File: src/rtl/rpt_pkg.sv
package rpt_pkg;
    // Width of a pool index on every lane.
    localparam int PIDX_W = 2;
    // Width of a per-lane cost in physical registers.
    localparam int COST_W = 3;

    // One allocation, release or query lane.
    typedef struct packed {
        logic              vld;
        logic              nophys;
        logic [PIDX_W-1:0] pool;
        logic [COST_W-1:0] cost;
    } req_t;

    // Cost that lane r charges to pool p. The global pool 0 takes every
    // charge; any other pool takes only lanes that name it.
    function automatic logic [COST_W-1:0] charge(req_t r, int p);
        if (!r.vld || r.nophys)
            return '0;
        if (p == 0)
            return r.cost;
        if (r.pool == PIDX_W'(p))
            return r.cost;
        return '0;
    endfunction
endpackage

File: src/rtl/rpt_demand_sum.sv
module rpt_demand_sum
    import rpt_pkg::*;
#(
    parameter int N_LANES = 2,
    parameter int N_POOLS = 3,
    parameter int SUM_W   = 5
) (
    input  req_t             lanes [N_LANES],
    output logic [SUM_W-1:0] total [N_POOLS]
);
    // One adder tree per pool over every lane.
    for (genvar p = 0; p < N_POOLS; p++) begin : g_pool
        logic [SUM_W-1:0] acc;
        always_comb begin
            acc = '0;
            for (int i = 0; i < N_LANES; i++)
                acc = acc + SUM_W'(charge(lanes[i], p));
        end
        assign total[p] = acc;
    end
endmodule

File: src/rtl/rpt_pool_counter.sv
module rpt_pool_counter #(
    parameter int CNT_W = 8,
    parameter int SUM_W = 5
) (
    input  logic             clk,
    input  logic             rst,
    input  logic [SUM_W-1:0] add,
    input  logic [SUM_W-1:0] sub,
    output logic [CNT_W-1:0] used,
    output logic             uflow
);
    localparam int WW = ((CNT_W > SUM_W) ? CNT_W : SUM_W) + 1;
    localparam logic [CNT_W-1:0] MAXV = {CNT_W{1'b1}};

    logic [WW-1:0] grow;
    logic [WW-1:0] net;

    always_comb begin
        grow  = WW'(used) + WW'(add);
        uflow = grow < WW'(sub);
        net   = grow - WW'(sub);
    end

    always_ff @(posedge clk) begin
        if (rst)
            used <= '0;
        else if (uflow)
            used <= '0;
        else if (net > WW'(MAXV))
            used <= MAXV;
        else
            used <= net[CNT_W-1:0];
    end


    floor_chk: assert property (@(posedge clk) disable iff (rst)
        (WW'(sub) > WW'(used) + WW'(add)) |=> (used == '0));


    ceiling_hold_chk: assert property (@(posedge clk) disable iff (rst)
        (used == MAXV && sub == '0) |=> (used == MAXV));


    net_move_chk: assert property (@(posedge clk) disable iff (rst)
        (sub == '0 && add == '0) |=> $stable(used));
endmodule

File: src/rtl/rpt_avail_check.sv
module rpt_avail_check #(
    parameter int CNT_W = 8,
    parameter int SUM_W = 5
) (
    input  logic [CNT_W-1:0] cap,
    input  logic [CNT_W-1:0] used,
    input  logic [SUM_W-1:0] need,
    output logic             busy
);
    localparam int WW = ((CNT_W > SUM_W) ? CNT_W : SUM_W) + 1;

    logic [WW-1:0] need_c;

    always_comb begin
        // Clamp an oversized request to the pool's capacity.
        need_c = (WW'(need) > WW'(cap)) ? WW'(cap) : WW'(need);
        busy   = (cap != '0) && ((WW'(used) + need_c) > WW'(cap));
    end
endmodule

File: src/rtl/rename_pool_tracker.sv
module rename_pool_tracker
    import rpt_pkg::*;
#(
    parameter int NUM_POOLS = 3,
    parameter int N_ALLOC   = 2,
    parameter int N_FREE    = 2,
    parameter int N_QUERY   = 4,
    parameter int CNT_W     = 8
) (
    input  logic                        clk,
    input  logic                        rst,
    input  logic [NUM_POOLS*CNT_W-1:0]  pool_cap,
    input  logic [N_ALLOC-1:0]          alc_vld,
    input  logic [N_ALLOC-1:0]          alc_nophys,
    input  logic [N_ALLOC*PIDX_W-1:0]   alc_pool,
    input  logic [N_ALLOC*COST_W-1:0]   alc_cost,
    input  logic [N_FREE-1:0]           rel_vld,
    input  logic [N_FREE-1:0]           rel_nophys,
    input  logic [N_FREE*PIDX_W-1:0]    rel_pool,
    input  logic [N_FREE*COST_W-1:0]    rel_cost,
    input  logic [N_QUERY-1:0]          qry_vld,
    input  logic [N_QUERY-1:0]          qry_nophys,
    input  logic [N_QUERY*PIDX_W-1:0]   qry_pool,
    input  logic [N_QUERY*COST_W-1:0]   qry_cost,
    output logic [NUM_POOLS-1:0]        busy_mask,
    output logic [NUM_POOLS*CNT_W-1:0]  used_cnt,
    output logic                        err_underflow
);
    localparam int LANE_MAX = (N_ALLOC > N_FREE)
                              ? ((N_ALLOC > N_QUERY) ? N_ALLOC : N_QUERY)
                              : ((N_FREE > N_QUERY) ? N_FREE : N_QUERY);
    localparam int SUM_W = COST_W + $clog2(LANE_MAX + 1);
    localparam int WW    = ((CNT_W > SUM_W) ? CNT_W : SUM_W) + 1;

    req_t alc_req [N_ALLOC];
    req_t rel_req [N_FREE];
    req_t qry_req [N_QUERY];

    logic [SUM_W-1:0] add_sum  [NUM_POOLS];
    logic [SUM_W-1:0] sub_sum  [NUM_POOLS];
    logic [SUM_W-1:0] need_sum [NUM_POOLS];
    logic [CNT_W-1:0] cap_a    [NUM_POOLS];
    logic [CNT_W-1:0] used_a   [NUM_POOLS];
    logic [NUM_POOLS-1:0] uflow_v;
    logic err_q;

    // Unpack the flat lane ports into lane records.
    for (genvar i = 0; i < N_ALLOC; i++) begin : g_alc
        assign alc_req[i] = '{vld: alc_vld[i], nophys: alc_nophys[i],
                              pool: alc_pool[i*PIDX_W +: PIDX_W],
                              cost: alc_cost[i*COST_W +: COST_W]};
    end
    for (genvar i = 0; i < N_FREE; i++) begin : g_rel
        assign rel_req[i] = '{vld: rel_vld[i], nophys: rel_nophys[i],
                              pool: rel_pool[i*PIDX_W +: PIDX_W],
                              cost: rel_cost[i*COST_W +: COST_W]};
    end
    for (genvar i = 0; i < N_QUERY; i++) begin : g_qry
        assign qry_req[i] = '{vld: qry_vld[i], nophys: qry_nophys[i],
                              pool: qry_pool[i*PIDX_W +: PIDX_W],
                              cost: qry_cost[i*COST_W +: COST_W]};
    end

    rpt_demand_sum #(.N_LANES(N_ALLOC), .N_POOLS(NUM_POOLS), .SUM_W(SUM_W))
        u_alc_sum (.lanes(alc_req), .total(add_sum));
    rpt_demand_sum #(.N_LANES(N_FREE), .N_POOLS(NUM_POOLS), .SUM_W(SUM_W))
        u_rel_sum (.lanes(rel_req), .total(sub_sum));
    rpt_demand_sum #(.N_LANES(N_QUERY), .N_POOLS(NUM_POOLS), .SUM_W(SUM_W))
        u_qry_sum (.lanes(qry_req), .total(need_sum));

    for (genvar p = 0; p < NUM_POOLS; p++) begin : g_pool
        assign cap_a[p] = pool_cap[p*CNT_W +: CNT_W];

        rpt_pool_counter #(.CNT_W(CNT_W), .SUM_W(SUM_W)) u_cnt (
            .clk   (clk),
            .rst   (rst),
            .add   (add_sum[p]),
            .sub   (sub_sum[p]),
            .used  (used_a[p]),
            .uflow (uflow_v[p])
        );

        rpt_avail_check #(.CNT_W(CNT_W), .SUM_W(SUM_W)) u_chk (
            .cap  (cap_a[p]),
            .used (used_a[p]),
            .need (need_sum[p]),
            .busy (busy_mask[p])
        );

        assign used_cnt[p*CNT_W +: CNT_W] = used_a[p];


        unbounded_chk: assert property (@(posedge clk) disable iff (rst)
            (cap_a[p] == '0) |-> !busy_mask[p]);


        empty_fits_chk: assert property (@(posedge clk) disable iff (rst)
            (cap_a[p] != '0 && used_a[p] == '0) |-> !busy_mask[p]);


        busy_cause_chk: assert property (@(posedge clk) disable iff (rst)
            busy_mask[p] |-> ((WW'(used_a[p]) + WW'(need_sum[p])) > WW'(cap_a[p])));


        if (p != 0) begin : g_glob
            global_cover_chk: assert property (@(posedge clk) disable iff (rst)
                (add_sum[p] <= add_sum[0]) && (sub_sum[p] <= sub_sum[0]));
        end
    end

    // Sticky underflow flag.
    always_ff @(posedge clk) begin
        if (rst)
            err_q <= 1'b0;
        else if (|uflow_v)
            err_q <= 1'b1;
    end
    assign err_underflow = err_q;


    err_sticky_chk: assert property (@(posedge clk) disable iff (rst)
        err_underflow |=> err_underflow);


    quiet_lanes_chk: assert property (@(posedge clk) disable iff (rst)
        (!(|(alc_vld & ~alc_nophys)) && !(|(rel_vld & ~rel_nophys)))
        |=> $stable(used_cnt));


    reset_clear_chk: assert property (@(posedge clk)
        $past(rst) |-> (used_cnt == '0 && !err_underflow));
endmodule

File: config.mk
export PLATFORM = sky130hd
export DESIGN_NAME = rename_pool_tracker
export DESIGN_NICKNAME = d
export VERILOG_FILES = /design/src/rtl/rpt_pkg.sv /design/src/rtl/rpt_demand_sum.sv /design/src/rtl/rpt_pool_counter.sv /design/src/rtl/rpt_avail_check.sv /design/src/rtl/rename_pool_tracker.sv
export SDC_FILE = /design/constraint.sdc
export NUM_CORES = 1
export LEC_CHECK = 0
export BUFFER_PORTS_ARGS = -buffer_cell sky130_fd_sc_hd__buf_2
export CORE_MARGIN = 10
export CORE_UTILIZATION = 25
export CTS_BUF_LIST = sky130_fd_sc_hd__clkbuf_8
export DETAILED_ROUTE_END_ITERATION = 6
export GPL_ROUTABILITY_DRIVEN = 0
export SLEW_MARGIN = 10
export SYNTH_ARGS = -nofsm -noshare
export SYNTH_HDL_FRONTEND = slang
export SYNTH_SLANG_ARGS = --single-unit
File: constraint.sdc
create_clock -name clk -period 7.9 [get_ports clk]
set_input_delay 0.79 -clock clk [delete_from_list [all_inputs] [get_ports clk]]
set_output_delay 0.79 -clock clk [all_outputs]
set_load 0.05 [all_outputs]
**Yosys cells after proc, flatten, opt, wreduce, memory -nomap -nowiden**

Cells that the tools add are included.

- Register bits: 25
- Logic and storage cells: 248
- Output and inout bits: 28
- Input bits: 82

- Add/subtract/negate cells: 24
- Equality and inequality tests: 16
- $lt $le $gt $ge: 12
- Muxes and demuxes: 158
- Reduce and logical (&&, ||, !) cells: 34

Operators with widths:

| operator | number |
|---|---|
| 3-bit 2-to-1 mux | 80 |
| 1-bit 2-to-1 mux | 72 |
| 8-bit 2-to-1 mux | 6 |
| 3-bit by 3-bit adder with 4-bit output | 9 |
| 6-bit by 3-bit adder with 6-bit output | 6 |
| 8-bit by 4-bit adder with 9-bit output | 3 |
| 8-bit by 9-bit adder with 9-bit output | 3 |
| 9-bit by 8-bit greater-than comparator with 1-bit output | 3 |
| 9-bit by 8-bit greater-than comparator with 1-bit output (second input constant) | 3 |
| 9-bit by 4-bit less-than comparator with 1-bit output | 3 |
| 9-bit by 4-bit subtractor with 9-bit output | 3 |
| 6-bit by 8-bit greater-than comparator with 1-bit output | 3 |
| 8-bit nonzero test | 3 |
| 2-bit by 1-bit equality test with 1-bit output (second input constant) | 8 |
| 2-bit equality test (second input constant) | 8 |
| 2-bit zero test | 8 |
| 1-bit zero test | 8 |
| 1-bit logical OR | 8 |
| 2-bit OR reduction | 3 |
| 1-bit logical AND | 3 |
| 3-bit OR reduction | 1 |

**Depth between registers and ports, before layout**

Gate-level depths: netlist of run 1.

- Depth after elaboration: 17
- Gate-level depth with buffers: 33
- Depth with buffers taken out: 32

**By module**

Synthesis of run 1 repeated with hierarchy kept, for this count alone.

- Cells, all modules: 835
- Area total of the unflattened synthesis: 6,907.9 µm²

By module, submodules not included:

| module | area each (µm²) | sequential area each (µm²) | cells each | instances |
|---|---|---|---|---|
| rpt_pool_counter at g_pool[0].u_cnt ... | 924.6 | 160.2 | 109 | 2 |
| rpt_avail_check at g_pool[0].u_chk ... | 745.7 | 0.0 | 91 | 2 |
| rpt_demand_sum at u_qry_sum | 978.4 | 0.0 | 115 | 1 |
| rpt_pool_counter at g_pool[2].u_cnt | 910.9 | 160.2 | 112 | 1 |
| rpt_demand_sum at u_alc_sum ... | 445.4 | 0.0 | 57 | 2 |
| rpt_avail_check at g_pool[2].u_chk | 757.0 | 0.0 | 91 | 1 |
| rename_pool_tracker | 30.0 | 20.0 | 3 | 1 |

**Worst setup path before layout of run 1**

No wires, ideal clock.

- Path type: input port to output port
- Start: input port qry_vld[0]
- End: output port busy_mask[1]
- Arrival time: 6.815 ns
- Slack: 0.295 ns
- Required time: 7.110 ns
- Path buffers: 1
- Cell stages on the path: 27
- Cells stage by stage: nor2b_1 > nand2_1 > or2_2 > fa_1 > xor2_1 > fa_1 > inv_1 > ha_1 > a21o_1 > a21o_1 > ha_1 > and4_1 > a221oi_2 > mux2_2 > ha_1 > a21o_1 > a21oi_1 > nor2b_1 > o21a_1 > o41a_1 > xor2_1 > ha_1 > o211ai_1 > a211oi_1 > o21ai_0 > a31oi_1 > buf_4

- Longest elaborated chain between the ends: 12

RTL lines:

| what | RTL line | source |
|---|---|---|
| start, declared | rename_pool_tracker.sv:21 | `input logic [N_QUERY-1:0] qry_vld,` |
| 1-bit zero test * | rpt_pkg.sv:18 | `if (!r.vld \|\| r.nophys)` |
| 1-bit logical OR * | rpt_pkg.sv:18 |  |
| 1-bit 2-to-1 mux * | rpt_pkg.sv:18 |  |
| 3-bit 2-to-1 mux * | rpt_pkg.sv:20 | `if (p == 0)` |
| 3-bit by 3-bit adder with 4-bit output * | rpt_demand_sum.sv:17 | `acc = acc + SUM_W'(charge(lanes[i], p));` |
| 6-bit by 3-bit adder with 6-bit output * (2 in series) | rpt_demand_sum.sv:17 |  |
| 6-bit by 8-bit greater-than comparator with 1-bit output | rpt_avail_check.sv:16 | `need_c = (WW'(need) > WW'(cap)) ? WW'(cap) : WW'(need);` |
| 8-bit 2-to-1 mux * | rpt_avail_check.sv:16 |  |
| 8-bit by 9-bit adder with 9-bit output * | rpt_avail_check.sv:17 | `busy = (cap != '0) && ((WW'(used) + need_c) > WW'(cap));` |
| 9-bit by 8-bit greater-than comparator with 1-bit output * | rpt_avail_check.sv:17 |  |
| 1-bit logical AND * | rpt_avail_check.sv:17 |  |
| end, declared | rename_pool_tracker.sv:25 | `output logic [NUM_POOLS-1:0] busy_mask,` |

Every way passes the cells marked *; elsewhere a longest branch is shown, timed or not.

**Worst setup path after layout of run 1**

- Start: input port qry_nophys[1]
- End: output port busy_mask[1]

- Longest elaborated chain between the ends: 11

RTL lines:

| what | RTL line | source |
|---|---|---|
| start, declared | rename_pool_tracker.sv:22 | `input logic [N_QUERY-1:0] qry_nophys,` |
| 1-bit logical OR * | rpt_pkg.sv:18 |  |
| 1-bit 2-to-1 mux * | rpt_pkg.sv:18 |  |
| 3-bit 2-to-1 mux * | rpt_pkg.sv:20 |  |
| 3-bit by 3-bit adder with 4-bit output * | rpt_demand_sum.sv:17 |  |
| 6-bit by 3-bit adder with 6-bit output * (2 in series) | rpt_demand_sum.sv:17 |  |
| 6-bit by 8-bit greater-than comparator with 1-bit output | rpt_avail_check.sv:16 |  |
| 8-bit 2-to-1 mux * | rpt_avail_check.sv:16 |  |
| 8-bit by 9-bit adder with 9-bit output * | rpt_avail_check.sv:17 |  |
| 9-bit by 8-bit greater-than comparator with 1-bit output * | rpt_avail_check.sv:17 |  |
| 1-bit logical AND * | rpt_avail_check.sv:17 |  |

Marked as above.

==> results of run 1 <==
## sequential cells by signal, indices dropped and copies added (netlist names)
signal,cells
err_underflow,1
g_pool.u_cnt.used,24
## power breakdown
| group | internal, mW | switching, mW | total (mW) | leakage (nW) |
|---|---|---|---|---|
| registers | 0.174 | 0.0803 | 0.254 | 0.207 |
| logic | 0.506 | 0.736 | 1.24 | 3.65 |
| clock network | 0.0351 | 0.0472 | 0.0823 | 0.0269 |
| total | 0.716 | 0.864 | 1.58 | 3.88 |
## synthesized netlist by cell type (all sizes together) (2+ instances only)
library cell | n | area, sq um
nor3 | 12 | 65.1
mux2i | 6 | 60.1
nand2 | 35 | 131
nand3 | 30 | 150
a211o | 2 | 17.5
a211oi | 7 | 80.1
fa | 36 | 721
or2 | 12 | 77.6
o21a | 14 | 105
ha | 113 | 1410
nand4 | 7 | 50.1
and2 | 2 | 12.5
nor2 | 58 | 220
a21boi | 5 | 37.5
buf | 8 | 62.6
xor2 | 19 | 166
and4 | 4 | 35.0
nor4 | 4 | 31.3
clkbuf | 4 | 15.0
xnor2 | 29 | 254
inv | 112 | 420
o211ai | 12 | 115
nand3b | 3 | 22.5
a32oi | 2 | 25.0
and3 | 10 | 72.6
a21oi | 46 | 238
o41a | 3 | 33.8
a31oi | 3 | 25.0
a21o | 27 | 203
nor2b | 30 | 188
mux2 | 11 | 124
o21ai | 24 | 120
nand2b | 12 | 75.1
dfxtp | 25 | 500
## worst min path at each step
stage                                 start                 endpoint  slack (ns)  depth (start not counted)
finish                        err_underflow            err_underflow        0.53                          2
global route                  err_underflow            err_underflow        0.58                          2
CTS                           err_underflow            err_underflow        0.54                          2
detailed placement            err_underflow            err_underflow        0.50                          2
global placement              err_underflow            err_underflow        0.47                          2
floorplan           g_pool[0].u_cnt.used[6]  g_pool[0].u_cnt.used[6]        0.80                          1
## per-layer routing
metal	vias to the layer above	wire length (um)
met5	-	21
met4	4	221
met3	19	725
met2	93	8130
met1	2470	7430
li1	2791	-
## area by class of cell
| cell class | instances | area (sq um) | area share [%] |
|---|---|---|---|
| multi-input cells | 600 | 5280 | 71.6 |
| diodes | 2 | 5.00 | 0.0678 |
| flip-flops and latches | 25 | 500 | 6.78 |
| clock inverters | 1 | 3.75 | 0.0509 |
| repair buffers | 128 | 728 | 9.87 |
| inverters | 112 | 420 | 5.70 |
| well taps | 319 | 399 | 5.41 |
| clock buffers | 3 | 41.3 | 0.560 |
## critical path: cells and delay by family
family | cells | cell delay (ns)
AO/OA/AOI/OAI | 11 | 1.97
XOR/XNOR | 1 | 0.15
adder cells (fa/ha/maj) | 8 | 2.72
buffers and inverters | 5 | 0.59
multiplexers | 1 | 0.31
AND/OR/NAND/NOR | 4 | 0.34
## kinds of logic (layout without fill, tap and decap cells)
group	after synthesis	in the layout	synth area share, %
other cells	1	11	0.0624
fa+ha+maj	149	149	35.5
flops	25	25	8.33
buf+inv	124	244	8.29
compound gates	153	153	18.0
simple gates	224	224	19.7
mux	17	17	3.06
xor+xnor	48	48	7.00
## repair_timing
action	CTS	global route
setup endpoints to repair	2	3
hold buffers	0	0
buffers inserted	0	10
pin swaps	1	30
gates resized for setup	4	68
## stage by stage
step           utilization (%)  TNS, ns  instances
6_report                  31.3        0       1190
2_1_floorplan                -        0        749
3_3_place_gp              29.6        0       1174
4_1_cts                   29.8        0       1178
5_1_grt                   31.3   -0.170       1188
3_5_place_dp              29.6  -0.0965       1174
==> results.json, run 1 <==
{
  "drc": 0,
  "insertion_delay_ns": 0.29,
  "rr_startpoint": "g_pool[2].u_cnt.used[1]",
  "grt_pass1_wl_um": 26800,
  "cts_max_level": 1,
  "cpPeakStageDelay_ns": 0.52,
  "cts_buffer_depth": 2,
  "netlist_instances": 741,
  "grt_max_degree": 14,
  "boundaryPins": 110,
  "start_kind": "input port",
  "fin_area_sq_um": 7380,
  "nets": 1101,
  "yosysWarningCount": 0,
  "synth-async-reset-ratio_pct": 0,
  "leakagePower_nw": 3.88,
  "die_area_sq_um": 30600,
  "use_met3_pct": 1.85,
  "drive_gt1_share_pct": 24.9,
  "hold_class": "flop to flop",
  "cts_sinks": 25,
  "worst_slew_pin_slew_ns": 0.698,
  "cp_slowest_cell": "fa_1",
  "dp_slack_ns": -0.0962,
  "grt_overflow": 0,
  "grt_pass1_vias": 5533,
  "finalCritPeriodShare_pct": 97.1,
  "first_iter_violations": 131,
  "cts_tree": "built",
  "layout_common_cells": "inv_1 (111), buf_2 (102), ha_1 (100)",
  "syn_avg_cell_area_sq_um": 8.10,
  "synth-seq-cells": 25,
  "io_buffers": 109,
  "period_minus_slack_ns": 7.67,
  "synth_cell_types": 64,
  "status": "finished, final reports clean",
  "whs_ns": 0.528,
  "die_h_um": 175,
  "synthToLayoutAreaGrowth_pct": 22.8,
  "power_density_nw_per_um2": 214,
  "grt_use_total_pct": 10.4,
  "clockRootBuffer": "clkbuf_8",
  "hpwl_um": 14500,
  "setup_ws_ns": 0.233,
  "numCtsBuffers": 3,
  "die_w_um": 175,
  "rrSetupSlack_ns": 4.05,
  "ant_nets": 0,
  "met1_usage_pct": 12.7,
  "syn_area_sq_um": 6010,
  "coreArea_sq_um": 23500,
  "fmax_mhz": 130,
  "gr-max-usage-layer": "met2",
  "vias": 5377,
  "fill_cells": 2571,
  "vias_per_cell": 4.52,
  "setup_viol": 0,
  "drt_wl_total_um": 16500,
  "slew_viol_final": 0,
  "start_util_pct": 25.5,
  "antenna_found_initial": 4,
  "layout_commonest_cell": "inv_1",
  "synthFlopType": "dfxtp_1",
  "cp.required_ns": 7.11,
  "ff2ff_path_depth": 12,
  "std_cell_rows": 56,
  "critPathCaptureType": "output port",
  "cp_data_arrival_time_ns": 6.88,
  "rr_endpoint": "g_pool[2].u_cnt.used[2]",
  "wire_per_inst_um": 13.9,
  "synth_seq_area_share_pct": 8.33,
  "p_total_mw": 1.58,
  "hold_violations": 0,
  "startpoint": "qry_nophys[1]",
  "relSlewSlack_pct": 53.4,
  "drv_cap": 0,
  "synth-edff-count": 0,
  "endpoint": "busy_mask[1]",
  "grtUsageMet2_pct": 18.5,
  "ir_drop_v": 0.0000847,
  "crit_fanout": 4,
  "placed_area_sq_um": 6970,
  "first_pass_iters": 4,
  "critPathKind": "input port to output port",
  "finalClockSkew_ns": 0.00477,
  "grt_setup_unrepaired": "yes",
  "clk_pin_slew_ns": 0.10
}
(Power assumes the default switching activity.)
==> run 2, diff against run 1 <==
--- a/config.mk
+++ b/config.mk
@@ -11,6 +11,8 @@
 export CTS_BUF_LIST = sky130_fd_sc_hd__clkbuf_8
 export DETAILED_ROUTE_END_ITERATION = 6
 export GPL_ROUTABILITY_DRIVEN = 0
+export MAX_ROUTING_LAYER = met4
+export REMOVE_ABC_BUFFERS = 1
 export SLEW_MARGIN = 10
 export SYNTH_ARGS = -nofsm -noshare
 export SYNTH_HDL_FRONTEND = slang
==> results.json, run 2 (synthesized netlist as in run 1, its figures left out) <==
{
  "first_iter_violations": 153,
  "numCtsBuffers": 3,
  "crit_fanout": 4,
  "worst_slew_pin_slew_ns": 0.682,
  "layout_commonest_cell": "inv_1",
  "fmax_mhz": 132,
  "setup_viol": 0,
  "grt_max_degree": 14,
  "io_buffers": 109,
  "leakagePower_nw": 3.83,
  "power_density_nw_per_um2": 217,
  "insertion_delay_ns": 0.28,
  "hold_class": "flop to flop",
  "drive_gt1_share_pct": 23.1,
  "fin_cells": 1185,
  "cts_tree": "built",
  "die_area_sq_um": 30600,
  "start_util_pct": 25.5,
  "cp_data_arrival_time_ns": 6.81,
  "ir_drop_v": 0.0000958,
  "hold_violations": 0,
  "antenna_found_initial": 4,
  "finalClockSkew_ns": 0.00603,
  "grt_pass1_vias": 5413,
  "layout_common_cells": "inv_1 (113), buf_2 (106), ha_1 (103)",
  "first_pass_iters": 4,
  "regMostFlops": "g_pool.u_cnt.used",
  "grt_overflow": 0,
  "critPathKind": "input port to output port",
  "cp.required_ns": 7.11,
  "cp_slowest_cell": "fa_2",
  "relSlewSlack_pct": 53.9,
  "cts_max_level": 1,
  "finalCritPeriodShare_pct": 96.3,
  "cts_buffer_depth": 2,
  "cpMostUsedCell": "o21a_1",
  "final_util_pct": 30.8,
  "wire_per_inst_um": 13.6,
  "critPathCaptureType": "output port",
  "cts_hold_buf": 0,
  "boundaryPins": 110,
  "coreArea_sq_um": 23500,
  "drv_cap": 0,
  "cpPeakStageDelay_ns": 0.51,
  "vias": 5309,
  "ff2ff_path_depth": 12,
  "std_cell_rows": 56,
  "clockRootBuffer": "clkbuf_8",
  "drc": 0,
  "p_total_mw": 1.57,
  "place_inst": 1169,
  "cts_sinks": 25,
  "drt_wl_total_um": 16100,
  "vias_per_cell": 4.48,
  "status": "finished, final reports clean",
  "period_minus_slack_ns": 7.60,
  "largest_reg_flops": 24,
  "clk_pin_slew_ns": 0.09,
  "grt_pass1_wl_um": 26300,
  "hpwl_um": 14400,
  "ant_nets": 0,
  "grt_use_total_pct": 10.6,
  "die_w_um": 175,
  "synthToLayoutAreaGrowth_pct": 20.8,
  "die_h_um": 175,
  "setup-tns-final_ns": 0,
  "start_kind": "input port",
  "min_path_cells": 2,
  "nets": 1094,
  "slew_viol_final": 0
}
run 2: changes by cell type in the layout (fill, tap and decap cells not counted), moves of 3 or more:
cell / before / now
mux2_4: 5 / 2
o21ai_1: 1 / 5
o21ai_2: 4 / 0
ha_1: 100 / 103
buf_2: 102 / 106
buf_6: 6 / 0
mux2_2: 6 / 9
buf_4: 20 / 14
run 2: power breakdown:
part	internal, mW	switching, mW	total, mW
sequential	0.174	0.0785	0.253
clock	0.0351	0.0469	0.0820
combinational	0.508	0.731	1.24
total	0.717	0.857	1.57
run 2: per-stage QoR:
stage                     cell area (sq um)  hold slack [ns]  worst slack, ns
after floorplan                        5960            0.800           -0.240
after global placement                 6950            0.457           0.0574
after detailed placement               6950            0.467          -0.0554
after CTS                              7000            0.491           0.0399
after global routing                   7260            0.536          -0.0179
final                                  7260            0.482            0.296
run 2: path summary, 6_finish.rpt:
check                                              from                 endpoint  slack (ns)
worst max-delay path                      qry_nophys[1]             busy_mask[1]        0.30
worst min-delay path                      err_underflow            err_underflow        0.48
worst max register to register  g_pool[2].u_cnt.used[1]  g_pool[2].u_cnt.used[2]        4.05
worst min register to register            err_underflow            err_underflow        0.48
run 2: repair_timing:
item                                    CTS  global route
pin swaps                                 0            29
buffers inserted                          0             8
endpoints found under the setup margin    1             3
gates resized for setup                   3            50
run 2: layer usage:
| metal | up-vias | track usage, % | wire [um] | part of all wire (%) |
|---|---|---|---|---|
| met2 | 93 | 18.3 | 7750 | 48 |
| met5 | - | - | 0 | 0 |
| met1 | 2433 | 12.7 | 7350 | 46 |
| met4 | 0 | 2.68 | 280 | 1.7 |
| li1 | 2772 | - | - | - |
| met3 | 11 | 1.49 | 756 | 4.7 |
run 2: critical path: cells and delay by family:
| family | cells | cell delay, ns |
|---|---|---|
| muxes | 1 | 0.35 |
| adders and majority gates | 8 | 2.66 |
| AOI/OAI and AO/OA | 9 | 1.39 |
| xor gates and xnor gates | 1 | 0.15 |
| and+or+nand+nor | 6 | 0.75 |
| buffers and inverters | 6 | 0.69 |
run 2: cell type report:
class                   count  area (sq um)
fillers                  2555         16300
multi-input cells         600          5230
repair buffers            121           656
flip-flops and latches     25           500
inverters                 112           420
well taps                 319           399
clock buffers               3          41.3
diodes                      4          10.0
clock inverters             1          3.75
